[src/rtl/usb_trk_pkg.sv]
package usb_trk_pkg;
  localparam logic [3:0] PID_OUT   = 4'h1;
  localparam logic [3:0] PID_ACK   = 4'h2;
  localparam logic [3:0] PID_DATA1 = 4'hB;
  localparam logic [3:0] PID_NAK   = 4'hA;
  localparam logic [3:0] PID_SETUP = 4'hD;
  localparam logic [3:0] PID_STALL = 4'hE;

  // status bit positions decoded by software
  localparam int ST_ACK   = 0;
  localparam int ST_ERR   = 1;
  localparam int ST_TOUT  = 2;
  localparam int ST_SEQ   = 3;
  localparam int ST_SETUP = 4;
  localparam int ST_OVF   = 5;
  localparam int ST_NAK   = 6;
  localparam int ST_STALL = 7;

  typedef struct packed {
    logic start;      // command accepted
    logic finishEvt;  // ended by a bus event
    logic finishTo;   // ended by time-out
  } trkStrobe_t;
endpackage

[src/rtl/usb_trk_ctrl.sv]
module usb_trk_ctrl
  import usb_trk_pkg::*;
#(
  parameter int TIMEOUT_BITS = 18
) (
  input  logic       clk,
  input  logic       rstN,
  input  logic       cmdWr,
  input  logic       bitStb,
  input  logic       respStart,
  input  logic       hsValid,
  input  logic       dataValid,
  output trkStrobe_t stb,
  output logic       busy,
  output logic       done
);
  localparam int CNT_W = $clog2(TIMEOUT_BITS + 1);
  localparam logic [CNT_W-1:0] LAST_CNT = CNT_W'(TIMEOUT_BITS - 1);

  logic             busyQ;
  logic             respSeenQ;
  logic [CNT_W-1:0] bitCnt;
  logic             doneQ;
  logic             anyEvt;
  logic             timing;

  assign anyEvt = hsValid | dataValid;
  assign timing = busyQ & ~cmdWr & ~respSeenQ & ~respStart & ~anyEvt;

  always_comb begin
    stb.start     = cmdWr;
    stb.finishEvt = busyQ & ~cmdWr & anyEvt;
    stb.finishTo  = timing & bitStb & (bitCnt == LAST_CNT);
  end

  always_ff @(posedge clk) begin
    if (!rstN) begin
      busyQ     <= 1'b0;
      respSeenQ <= 1'b0;
      bitCnt    <= '0;
      doneQ     <= 1'b0;
    end else begin
      doneQ <= stb.finishEvt | stb.finishTo;
      if (stb.start) begin
        busyQ     <= 1'b1;
        respSeenQ <= 1'b0;
        bitCnt    <= '0;
      end else if (stb.finishEvt || stb.finishTo) begin
        busyQ <= 1'b0;
      end else if (busyQ) begin
        if (respStart) respSeenQ <= 1'b1;
        if (timing && bitStb) bitCnt <= bitCnt + 1'b1;
      end
    end
  end

  assign busy = busyQ;
  assign done = doneQ;

  AST_DONE_PULSE: assert property (@(posedge clk) disable iff (!rstN)
    done |=> !done);
  AST_DONE_NEEDS_OPEN: assert property (@(posedge clk) disable iff (!rstN)
    done |-> $past(busyQ));
  AST_TIMER_STOPPED: assert property (@(posedge clk) disable iff (!rstN)
    (respSeenQ && !cmdWr) |=> $stable(bitCnt));
endmodule

[src/rtl/usb_trk_datapath.sv]
module usb_trk_datapath
  import usb_trk_pkg::*;
#(
  parameter int LEN_W = 8
) (
  input  logic             clk,
  input  logic             rstN,
  input  trkStrobe_t       stb,
  input  logic             busy,
  input  logic [7:0]       cmdByte,
  input  logic [LEN_W-1:0] maxLen,
  input  logic             hsValid,
  input  logic [3:0]       hsPid,
  input  logic             dataValid,
  input  logic [3:0]       dataPid,
  input  logic [LEN_W-1:0] rxCount,
  input  logic             errFlag,
  output logic [3:0]       curPid,
  output logic [3:0]       curEp,
  output logic [7:0]       status,
  output logic             txZeroLen
);
  logic [3:0]       pidQ;
  logic [3:0]       epQ;
  logic [LEN_W-1:0] lenQ;
  logic [7:0]       statusQ;
  logic [7:0]       evtStatus;
  logic             overflow;

  assign overflow = dataValid & (rxCount > lenQ);

  always_comb begin
    evtStatus           = '0;
    evtStatus[ST_STALL] = hsValid & (hsPid == PID_STALL);
    evtStatus[ST_NAK]   = hsValid & (hsPid == PID_NAK);
    evtStatus[ST_OVF]   = overflow;
    evtStatus[ST_SEQ]   = dataValid & (dataPid == PID_DATA1);
    evtStatus[ST_ERR]   = errFlag;
    evtStatus[ST_ACK]   = (hsValid & (hsPid == PID_ACK))
                        | (dataValid & ~errFlag & ~overflow);
  end

  always_ff @(posedge clk) begin
    if (!rstN) begin
      pidQ    <= '0;
      epQ     <= '0;
      lenQ    <= '0;
      statusQ <= '0;
    end else if (stb.start) begin
      pidQ    <= cmdByte[7:4];
      epQ     <= cmdByte[3:0];
      lenQ    <= maxLen;
      statusQ <= '0;
    end else if (stb.finishEvt) begin
      statusQ <= evtStatus;
    end else if (stb.finishTo) begin
      statusQ <= 8'(1 << ST_TOUT);
    end
  end

  assign curPid    = pidQ;
  assign curEp     = epQ;
  assign status    = statusQ;
  assign txZeroLen = busy & (lenQ == '0) & ((pidQ == PID_OUT) | (pidQ == PID_SETUP));

  AST_CMD_CLEARS: assert property (@(posedge clk) disable iff (!rstN)
    stb.start |=> (status == 8'h00));
  AST_STATUS_FROZEN: assert property (@(posedge clk) disable iff (!rstN)
    (!stb.start && !stb.finishEvt && !stb.finishTo) |=> $stable(status));
  AST_TIMEOUT_ALONE: assert property (@(posedge clk) disable iff (!rstN)
    status[ST_TOUT] |-> ((status & 8'hFB) == 8'h00));
  AST_SETUP_LOW: assert property (@(posedge clk) disable iff (!rstN)
    !status[ST_SETUP]);
endmodule

[src/rtl/usb_xact_tracker.sv]
module usb_xact_tracker
  import usb_trk_pkg::*;
#(
  parameter int LEN_W        = 8,
  parameter int TIMEOUT_BITS = 18
) (
  input  logic             clk,
  input  logic             rstN,
  input  logic             cmdWr,
  input  logic [7:0]       cmdByte,
  input  logic [LEN_W-1:0] maxLen,
  input  logic             bitStb,
  input  logic             respStart,
  input  logic             hsValid,
  input  logic [3:0]       hsPid,
  input  logic             dataValid,
  input  logic [3:0]       dataPid,
  input  logic [LEN_W-1:0] rxCount,
  input  logic             errFlag,
  output logic             done,
  output logic [7:0]       status,
  output logic [3:0]       curPid,
  output logic [3:0]       curEp,
  output logic             txZeroLen
);
  trkStrobe_t stb;
  logic       busy;

  usb_trk_ctrl #(.TIMEOUT_BITS(TIMEOUT_BITS)) u_ctrl (
    .clk(clk), .rstN(rstN), .cmdWr(cmdWr), .bitStb(bitStb),
    .respStart(respStart), .hsValid(hsValid), .dataValid(dataValid),
    .stb(stb), .busy(busy), .done(done)
  );

  usb_trk_datapath #(.LEN_W(LEN_W)) u_dp (
    .clk(clk), .rstN(rstN), .stb(stb), .busy(busy),
    .cmdByte(cmdByte), .maxLen(maxLen),
    .hsValid(hsValid), .hsPid(hsPid),
    .dataValid(dataValid), .dataPid(dataPid),
    .rxCount(rxCount), .errFlag(errFlag),
    .curPid(curPid), .curEp(curEp), .status(status), .txZeroLen(txZeroLen)
  );
endmodule

[config.mk]
export PLATFORM = sky130hd
export DESIGN_NAME = usb_xact_tracker
export DESIGN_NICKNAME = d
export VERILOG_FILES = /design/src/rtl/usb_trk_pkg.sv /design/src/rtl/usb_trk_ctrl.sv /design/src/rtl/usb_trk_datapath.sv /design/src/rtl/usb_xact_tracker.sv
export SDC_FILE = /design/constraint.sdc
export NUM_CORES = 1
export LEC_CHECK = 0
export BUFFER_PORTS_ARGS = -buffer_cell sky130_fd_sc_hd__buf_2
export CAP_MARGIN = 20
export CORE_UTILIZATION = 45
export CTS_BUF_LIST = sky130_fd_sc_hd__clkbuf_4
export CTS_CLUSTER_DIAMETER = 100
export DETAILED_ROUTE_END_ITERATION = 6
export PLACE_DENSITY = 0.74
export RECOVER_POWER = 25
export SLEW_MARGIN = 25
export SYNTH_ARGS = -nofsm -noshare
export SYNTH_HDL_FRONTEND = slang
export SYNTH_HIERARCHICAL = 1
export SYNTH_SLANG_ARGS = --single-unit
export TNS_END_PERCENT = 30
[constraint.sdc]
create_clock -name clk -period 2.2 [get_ports clk]
set_input_delay 0.44 -clock clk [delete_from_list [all_inputs] [get_ports clk]]
set_output_delay 0.44 -clock clk [all_outputs]
set_load 0.1 [all_outputs]
==> key figures, run 1 <==
Layout
  – Most frequent cells in the layout: 55 x buf_2, 29 x dfxtp_1, 18 x mux2i_1, 18 x nor2b_1, 12 x inv_1
  – Ant. Diodes: 0
  – Share of layout cells above drive strength 1: between 30 and 40%
  – Area growth from synthesis to layout: 26.3%
  – Commonest non-fill, non-tap cell in the layout: buf_2
  – Final #Nets: 281

Floorplanning
  – Ports: 58
  – Initial Util: around half
  – Die Y: 62.4 um
  – Die X: approximately 62 um
  – Cell Rows: 21
  – Die footprint: 3890 um^2
  – CORE AREA: approximately 3400 um^2

Clock tree
  – CTS Buf Count: 5
  – H-tree Lvls: 2
  – CTS tree: built
  – Clock sinks: 31
  – Hold buffer count at cts: 0
  – Cell at the root of the clock tree: clkbuf_4
  – Worst-path clk slew: 0.10 ns
  – Setup repair bufs after CTS: 0
  – Clk buf depth: 2
  – Worst-skew pair later-pin latency: 0.33 ns
  – CTS resizes: 0

Timing
  – Period utilisation layout: a little over nine tenths
  – # setup viols final: 0
  – Max-slew violations: 0
  – Setup Total Neg Slack: 0 ns
  – F_max: a little under 500 MHz
  – Skew final: 0.00995 ns
  – RSZ-0062 raised after global routing: no
  – Hold slack: around 0.34 ns
  – Fin. Hold Viols: 0
  – Final critical-path required period: approximately 2.1 ns

Global route
  – Initial antenna violation count: 0
  – Met3 usage: 6.57%
  – First-pass GRT wire length: 6.00 mm
  – Total Routing Usage GR: 19.4%
  – Met1 track demand over resource: a little under a quarter
  – Largest net degree at the start of global routing: 24
  – Most Crowded Layer GR: met2
  – GR Overflow Total: 0
  – Vias in the first global route: 1396
  – Grt met2 use: 31.2%

Synth
  – Synth Cell Area: 1640 um^2
  – Syn Area/Cell: 9.59 um^2
  – Syn Nets: 221
  – Synthesized netlist cell count: 171
  – Async SR Flop Fraction: 0%
  – Main synth FF type: dfxtp_1
  – Sequential share of the synthesized area: 37.8%
  – Post-synth EDFFs: 0
  – Register bit total from synthesis: 31
  – Netlist cell types: 46
  – Ys Warns: 6

Critical path
  – Max stage delay on crit path: approximately 0.42 ns
  – WP buf/inv: 1
  – Startpoint Class: flip-flop
  – Crit-path slowest cell: buf_2
  – Reg2reg path depth: 6
  – Crit. End Element: primary output
  – Crit path cell chain: xnor2_1 > and4_1 > and3_2 > buf_2
  – Required time of the critical path: 1.76 ns
  – CP Class: flip-flop to primary output
  – CP delay by family, top: buffers and inverters
  – WP depth: 4
  – Worst Path Arrival: 1.63 ns
  – Worst-path fanout max: 3

Placement
  – Detailed Place HPWL: roughly 2.6 mm
  – IO Port Bufs: 56
  – GPL Wtd Cong: 0.792

Detailed routing
  – DRC violations left: 0
  – DR vias: 1419
  – Via density: 5.10
  – Routed wire length: between 3 and 4 mm
  – Avg WL per Cell: 12.1 um
  – Final ANT Viol Nets: 0
  – Starting DRT DRC Count: 82
  – Drt pass-1 iters: 4

Hold path
  – Worst hold path type: input port to flip-flop
  – Worst hold path depth: 2

Pwr
  – Power Density: 681 nW/um^2
  – Total power: 1.41 mW
  – Worst IR Drop VDD: approximately 0.38 mV
  – Pleak: 0.954 nW

Run
  – Max-Cap Viols: 0

Run status
  – Status: finished clean
## Yosys cell counts (2+ instances only)
library cell / n / area (um^2)
dfxtp_1: 31 / 621
mux2i_1: 18 / 180
nor2b_1: 18 / 113
inv_1: 12 / 45.0
ha_1: 10 / 125
nand2_1: 10 / 37.5
nor2_1: 9 / 33.8
a21oi_1: 5 / 25.0
buf_4: 3 / 22.5
nand2b_1: 3 / 18.8
nand3_1: 3 / 15.0
nor3b_1: 3 / 22.5
a21boi_0: 2 / 15.0
and4b_1: 2 / 20.0
buf_2: 2 / 10.0
clkbuf_1: 2 / 7.51
nor3_1: 2 / 10.0
nor4_1: 2 / 12.5
nor4b_1: 2 / 17.5
o21ai_0: 2 / 10.0
o31ai_1: 2 / 15.0
o32ai_2: 2 / 32.5
or4_1: 2 / 15.0
or4b_4: 2 / 27.5
## worst paths after layout
| kind | start | endpoint | slack [ns] |
|---|---|---|---|
| hold / removal | errFlag | u_dp/status[0] | 0.34 |
| setup reg to reg | u_ctrl/bitCnt[0] | u_dp/status[0] | 0.23 |
| hold reg to reg | u_dp/status[2] | u_dp/status[2] | 0.50 |
| setup / recovery | u_dp/curPid[3] | txZeroLen | 0.13 |
## stage by stage
stage	std cells	area [um^2]	setup slack [ns]	util (%)
2_1_floorplan	171	1640	0.0103	-
3_3_place_gp	270	1970	0.189	57.6
3_5_place_dp	270	1970	0.123	57.6
4_1_cts	278	2070	0.131	60.7
5_1_grt	278	2070	0.0374	60.7
6_report	278	2070	0.134	60.7
## cells by family after synthesis
logic type               count (synthesis)  synth area share [%]
AO/OA/AOI/OAI                           23                  11.1
buffers and inverters                   20                  5.87
AND/OR/NAND/NOR                         67                  25.9
multiplexers                            18                  11.0
XOR/XNOR                                 1                 0.534
adder cells (fa/ha/maj)                 10                  7.63
other                                    1                 0.229
flip-flops                              31                  37.8
## area by class of cell
type	count	area, um^2
timing repair buffer	61	317
fill	294	1340
clock buffer	6	45.0
inverter	12	45.0
sequential	31	623
multi-input combinational	120	925
clock inverter	2	60.1
tap	46	57.6
## registers in the layout, summed over array words and instances, names as in the netlist
signal / flops
u_dp/lenQ: 8
u_dp/status: 7
u_ctrl/bitCnt: 5
u_dp/curEp: 4
u_dp/curPid: 4
u_ctrl/busy: 1
u_ctrl/done: 1
u_ctrl/respSeenQ: 1
## report_power, final
part / internal (mW) / switching (mW)
Combinational: 0.0923 / 0.162
Clock: 0.367 / 0.194
Sequential: 0.581 / 0.0134
## layer usage
metal / up-vias / wire [um]
met3: 7 / 257
met4: 0 / 50
met2: 58 / 1520
li1: 723 / -
met1: 631 / 1540
met5: - / 0
Note: power is estimated with default switching activity, not from simulation.
==> run 2, diff against run 1 <==
--- a/config.mk
+++ b/config.mk
@@ -11,6 +11,7 @@
 export CTS_BUF_LIST = sky130_fd_sc_hd__clkbuf_4
 export CTS_CLUSTER_DIAMETER = 100
 export DETAILED_ROUTE_END_ITERATION = 6
+export MAX_ROUTING_LAYER = met4
 export PLACE_DENSITY = 0.74
 export RECOVER_POWER = 25
 export SLEW_MARGIN = 25
==> run 2 against run 1 <==
Total power hardly changed. Clock power barely moved. Highest routed layer unchanged. Routed wire length about the same.
==> key figures, run 2 (synthesized netlist as in run 1, its figures left out) <==
Critical path
  – Worst-path fanout max: 3 (unchanged)
  – Max stage delay on crit path: 0.42 ns (about the same)
  – Crit. End Element: primary output (unchanged)
  – Required time of the critical path: 1.76 ns (about the same)
  – Worst Path Arrival: 1.62 ns (was 1.63 ns)
  – Startpoint Class: flip-flop (unchanged)
  – CP Class: flip-flop to primary output (unchanged)
  – Crit path cell chain: xnor2_1 > and4_1 > and3_2 > buf_2 (unchanged)
  – Crit-path slowest cell: buf_2 (unchanged)

Layout
  – Final #Nets: 281 (unchanged)
  – Commonest non-fill, non-tap cell in the layout: buf_2 (unchanged)
  – Sequential Area: 623 um^2 (unchanged)
  – Reg with most FFs: u_dp/lenQ (unchanged)
  – Fin area: 2070 um^2 (unchanged)
  – Max reg flops: 8 (unchanged)
  – Share of layout cells above drive strength 1: 34.1% (unchanged)
  – Ant. Diodes: 0 (unchanged)
  – Fill cells: 294 (unchanged)
  – Multi-input gate area: 925 um^2 (unchanged)
  – Area growth from synthesis to layout: 26.3% (unchanged)
  – Most frequent cells in the layout: 55 x buf_2, 29 x dfxtp_1, 18 x mux2i_1, 18 x nor2b_1, 12 x inv_1 (unchanged)

Global route
  – GR Overflow Total: 0 (unchanged)
  – Largest net degree at the start of global routing: 24 (unchanged)
  – First-pass GRT wire length: 6.00 mm (unchanged)
  – Vias in the first global route: 1397 (was 1396)
  – Total Routing Usage GR: 20.0% (was 19.4%)
  – Initial antenna violation count: 0 (unchanged)

Pwr
  – Psw: 0.370 mW (was 0.369 mW)
  – Pleak: 0.954 nW (unchanged)
  – Gate power share: 18.0% (about the same)
  – Power Density: 681 nW/um^2 (about the same)
  – Worst IR Drop VDD: 0.383 mV (was 0.380 mV)
  – Clock power share: 39.8% (about the same)
  – Power share of the sequential group: 42.2% (about the same)
  – Sw frac: 26.2% (about the same)
  – Pint: 1.04 mW (about the same)

Timing
  – F_max: 486 MHz (was 484 MHz)
  – Final critical-path required period: 2.06 ns (was 2.07 ns)
  – RSZ-0062 raised after global routing: no (unchanged)
  – Max-slew violations: 0 (unchanged)
  – Setup ws final: 0.141 ns (was 0.134 ns)
  – Setup Total Neg Slack: 0 ns (unchanged)
  – Period utilisation layout: 93.6% (was 93.9%)
  – Fin. Hold Viols: 0 (unchanged)
  – Skew final: 0.0124 ns (was 0.00995 ns)
  – # setup viols final: 0 (unchanged)

Clock tree
  – Worst-path clk slew: 0.10 ns (about the same)
  – Worst-skew pair later-pin latency: 0.34 ns (was 0.33 ns)
  – Clock sinks: 31 (unchanged)
  – Clk buf depth: 2 (unchanged)
  – CTS tree: built (unchanged)
  – CTS Buf Count: 5 (unchanged)
  – Hold buffer count at cts: 0 (unchanged)
  – Setup repair bufs after CTS: 0 (unchanged)
  – CTS resizes: 0 (unchanged)
  – Cell at the root of the clock tree: clkbuf_4 (unchanged)
  – H-tree Lvls: 2 (unchanged)

Detailed routing
  – Routed wire length: 3.37 mm (about the same)
  – Via density: 5.08 (was 5.10)
  – DR vias: 1411 (was 1419)
  – DRC violations left: 0 (unchanged)
  – Avg WL per Cell: 12.1 um (about the same)
  – Final ANT Viol Nets: 0 (unchanged)
  – Starting DRT DRC Count: 70 (was 82)
  – Drt pass-1 iters: 4 (unchanged)

Placement
  – Placed cell area: 1970 um^2 (unchanged)
  – Detailed Place HPWL: 2.58 mm (unchanged)
  – GPL Wtd Cong: 0.804 (was 0.792)
  – IO Port Bufs: 56 (unchanged)
  – Pre-CTS WS: 0.123 ns (unchanged)

Floorplanning
  – Ports: 58 (unchanged)
  – Cell Rows: 21 (unchanged)
  – CORE AREA: 3420 um^2 (unchanged)
  – Initial Util: 48.0% (unchanged)
  – Die Y: 62.4 um (unchanged)
  – Die footprint: 3890 um^2 (unchanged)
  – Die X: 62.4 um (unchanged)

Run
  – Max-Cap Viols: 0 (unchanged)

Hold path
  – Worst hold path type: input port to flip-flop (unchanged)

Run status
  – Status: finished clean (unchanged)
-- run 2: power by group through the flow --
stage | clock (mW) | combinational, mW | sequential [mW]
floorplan | 0 | 0.114 | 0.676
global placement | 0 | 0.250 | 0.607
detailed placement | 0 | 0.255 | 0.607
CTS | 0.571 | 0.256 | 0.595
global route | 0.602 | 0.277 | 0.598
finish | 0.562 | 0.254 | 0.595
-- run 2: per-stage QoR --
step           instances  utilization (%)  power (mW)  hold slack [ns]
6_report             278             60.7        1.41            0.338
5_1_grt              278             60.7        1.48            0.329
4_1_cts              278             60.7        1.42            0.323
3_5_place_dp         270             57.6       0.862            0.482
3_3_place_gp         270             57.6       0.857            0.476
2_1_floorplan        171                -       0.790            0.463
-- run 2: final cells by class --
class	instances	share of cell area, %
Clock buffer	6	2.17
Clock inverter	2	2.90
Inverter	12	2.17
Multi-Input combinational cell	120	44.6
Sequential cell	31	30.1
Tap cell	46	2.78
Timing Repair Buffer	61	15.3
-- run 2: per-layer routing --
layer / routed length [um] / vias to the layer above / track usage [%]
li1: - / 721 / -
met1: 1590 / 638 / 23.4
met2: 1520 / 45 / 31.2
met3: 202 / 7 / 6.02
met4: 50 / 0 / 9.59
met5: 0 / - / -
-- run 2: worst max-delay path: cells and delay by family (launching register included) --
kind	cells	cell delay, ns
flip-flops	1	0.35
XOR/XNOR	1	0.16
buffers and inverters	1	0.42
AND/OR/NAND/NOR	2	0.36
-- run 2: worst paths after layout --
| check | startpoint | to | slack [ns] | depth (start not counted) |
|---|---|---|---|---|
| hold / removal | errFlag | u_dp/status[0] | 0.34 | 2 |
| hold reg to reg | u_dp/status[2] | u_dp/status[2] | 0.49 | 2 |
| setup / recovery | u_dp/curPid[3] | txZeroLen | 0.14 | 4 |
| setup reg to reg | u_ctrl/bitCnt[0] | u_dp/status[0] | 0.23 | 6 |
==> run 3, diff against run 2 <==
--- a/config.mk
+++ b/config.mk
@@ -5,6 +5,7 @@
 export SDC_FILE = /design/constraint.sdc
 export NUM_CORES = 1
 export LEC_CHECK = 0
+export ABC_CLOCK_PERIOD_IN_PS = 2200
 export BUFFER_PORTS_ARGS = -buffer_cell sky130_fd_sc_hd__buf_2
 export CAP_MARGIN = 20
 export CORE_UTILIZATION = 45
@@ -12,7 +13,7 @@
 export CTS_CLUSTER_DIAMETER = 100
 export DETAILED_ROUTE_END_ITERATION = 6
 export MAX_ROUTING_LAYER = met4
-export PLACE_DENSITY = 0.74
+export PLACE_DENSITY = 0.73
 export RECOVER_POWER = 25
 export SLEW_MARGIN = 25
 export SYNTH_ARGS = -nofsm -noshare
==> run 3 against run 2 <==
First-iteration DRC count fell by 23%. Via count fell by 1.6%. Setup slack improved by 0.00083 ns. Global-route usage fell by 2.1 points. Non-clock buffer count rose by 1. Combinational power barely moved. Count of clock-buffer cells in the layout fell by 1. Core utilization fell by 1.2 points. Die area did not move. Critical path depth fell by 1. Critical endpoint unchanged.
==> key figures, run 3 (synthesized netlist as in run 1, its figures left out) <==
Run status
  – Status: finished clean (unchanged)

Placement
  – GPL Wtd Cong: 0.865 (was 0.804)
  – IO Port Bufs: 56 (unchanged)
  – Placed Cells: 271 (was 270)
  – Detailed Place HPWL: 2.48 mm (was 2.58 mm)

Global route
  – Vias in the first global route: 1224 (was 1397)
  – First-pass GRT wire length: 5.29 mm (was 6.00 mm)
  – Largest net degree at the start of global routing: 24 (unchanged)
  – GR Overflow Total: 0 (unchanged)
  – Total Routing Usage GR: 17.8% (was 20.0%)
  – Initial antenna violation count: 0 (unchanged)

Detailed routing
  – DR vias: 1389 (was 1411)
  – Starting DRT DRC Count: 54 (was 70)
  – Final ANT Viol Nets: 0 (unchanged)
  – Routed wire length: 3.16 mm (was 3.37 mm)
  – DRC violations left: 0 (unchanged)
  – Via density: 4.98 (was 5.08)
  – Drt pass-1 iters: 4 (unchanged)
  – Avg WL per Cell: 11.3 um (was 12.1 um)

Critical path
  – Crit path cell chain: nor4b_1 > and3_2 > buf_2 (was xnor2_1 > and4_1 > and3_2 > buf_2)
  – Worst-path fanout max: 3 (unchanged)
  – Crit. End Element: primary output (unchanged)
  – CP Class: flip-flop to primary output (unchanged)
  – Reg2Reg Launch Point: u_ctrl/bitCnt[0] (unchanged)
  – Worst Path Arrival: 1.62 ns (about the same)
  – R2R Path End: u_dp/status[0] (unchanged)
  – Crit-path slowest cell: buf_2 (unchanged)
  – FF-to-FF setup slack: 0.28 ns (was 0.23 ns)
  – Max stage delay on crit path: 0.42 ns (about the same)
  – Startpoint Class: flip-flop (unchanged)
  – Required time of the critical path: 1.76 ns (about the same)
  – Reg2reg path depth: 6 (unchanged)

Run
  – Max-Cap Viols: 0 (unchanged)

Layout
  – Layout Cells excl Fill: 279 (was 278)
  – Max reg flops: 8 (unchanged)
  – Share of layout cells above drive strength 1: 34.3% (was 34.1%)
  – Commonest non-fill, non-tap cell in the layout: buf_2 (unchanged)
  – Sequential Area: 623 um^2 (unchanged)
  – Ant. Diodes: 0 (unchanged)
  – Area growth from synthesis to layout: 23.9% (was 26.3%)
  – Fill cells: 319 (was 294)
  – Reg with most FFs: u_dp/lenQ (unchanged)
  – Most frequent cells in the layout: 55 x buf_2, 29 x dfxtp_1, 18 x mux2i_1, 18 x nor2b_1, 12 x inv_1 (unchanged)
  – Final #Nets: 282 (was 281)
  – Multi-input gate area: 925 um^2 (unchanged)

Clock tree
  – Cell at the root of the clock tree: clkbuf_4 (unchanged)
  – Worst-skew pair later-pin latency: 0.34 ns (about the same)
  – CTS tree: built (unchanged)
  – Setup repair bufs after CTS: 0 (unchanged)
  – Worst-path clk slew: 0.11 ns (was 0.10 ns)
  – Hold buffer count at cts: 0 (unchanged)
  – Clock sinks: 31 (unchanged)
  – CTS resizes: 0 (unchanged)
  – Clk buf depth: 2 (unchanged)
  – H-tree Lvls: 2 (unchanged)
  – CTS Buf Count: 5 (unchanged)

Pwr
  – Gate power share: 21.5% (was 18.0%)
  – Clock power share: 27.9% (was 39.8%)
  – Pleak: 0.931 nW (was 0.954 nW)
  – Pint: 0.796 mW (was 1.04 mW)
  – Psw: 0.378 mW (was 0.370 mW)
  – Sw frac: 32.2% (was 26.2%)
  – Worst IR Drop VDD: 0.493 mV (was 0.383 mV)
  – Power share of the sequential group: 50.6% (was 42.2%)
  – Power Density: 578 nW/um^2 (was 681 nW/um^2)

Timing
  – Setup Total Neg Slack: 0 ns (unchanged)
  – # setup viols final: 0 (unchanged)
  – F_max: 486 MHz (about the same)
  – Fin. Hold Viols: 0 (unchanged)
  – Skew final: 0.0146 ns (was 0.0124 ns)
  – Max-slew violations: 0 (unchanged)
  – RSZ-0062 raised after global routing: no (unchanged)
  – Period utilisation layout: 93.5% (was 93.6%)
  – Final critical-path required period: 2.06 ns (about the same)

Floorplanning
  – CORE AREA: 3420 um^2 (unchanged)
  – Cell Rows: 21 (unchanged)
  – Die footprint: 3890 um^2 (unchanged)
  – Initial Util: 48.0% (unchanged)
  – Die Y: 62.4 um (unchanged)
  – Ports: 58 (unchanged)
  – Die X: 62.4 um (unchanged)

Hold path
  – Worst hold path depth: 2 (unchanged)
  – Hold endpoint: u_dp/status[0] (unchanged)
  – Hold_sp: errFlag (unchanged)
  – Worst hold path type: input port to flip-flop (unchanged)
==> run 3: changes by cell type in the layout (fill, tap and decap cells not counted), sizes merged <==
cell / previous run / this run
buf: 60 / 61
clkbuf: 7 / 6
clkinvlp: 0 / 2
clkinv: 0 / 1
bufinv: 2 / 0
==> run 3: per-layer routing <==
metal	routed length [um]	vias up	GRT usage, %
li1	-	724	-
met1	1540	611	22.4
met2	1350	46	26.8
met3	197	8	4.38
met4	63	0	8.72
met5	0	-	-
==> run 3: area by class of cell <==
cell class | instances | share of cell area [%]
multi-input cells | 120 | 45.5
flip-flops and latches | 31 | 30.7
repair buffers | 62 | 15.9
well taps | 46 | 2.83
inverters | 12 | 2.22
clock buffers | 5 | 1.85
clock inverters | 3 | 0.985
==> run 3: how the worst max path moves through the flow <==
stage                               from              to
after floorplan           u_dp/curPid[0]       txZeroLen
after global placement             cmdWr  u_dp/status[0]
after detailed placement           cmdWr  u_dp/status[0]
after CTS                   u_dp/lenQ[6]       txZeroLen
after global routing        u_dp/lenQ[6]       txZeroLen
final                       u_dp/lenQ[6]       txZeroLen
==> run 3: metrics by stage <==
step                      hold slack (ns)  worst slack, ns  power (mW)  area (um^2)  util [%]
after floorplan                     0.463           0.0103       0.790         1640         -
final                               0.336            0.142        1.17         2030      59.5
after detailed placement            0.476            0.174       0.862         1980      57.8
after CTS                           0.320           0.0871        1.19         2030      59.5
after global routing                0.326           0.0162        1.24         2030      59.5
after global placement              0.481            0.218       0.859         1980      57.8
==> run 3: power by group through the flow <==
stage	clock, mW	sequential [mW]	combinational (mW)
finish	0.328	0.595	0.252
global route	0.369	0.598	0.274
CTS	0.340	0.595	0.255
detailed placement	0	0.608	0.254
global placement	0	0.607	0.252
floorplan	0	0.676	0.114
==> run 3: worst max-delay path: cells and delay by family, from the launching register on <==
kind | cells | cell delay, ns
flip-flops | 1 | 0.34
AND/OR/NAND/NOR | 2 | 0.51
buffers and inverters | 1 | 0.42
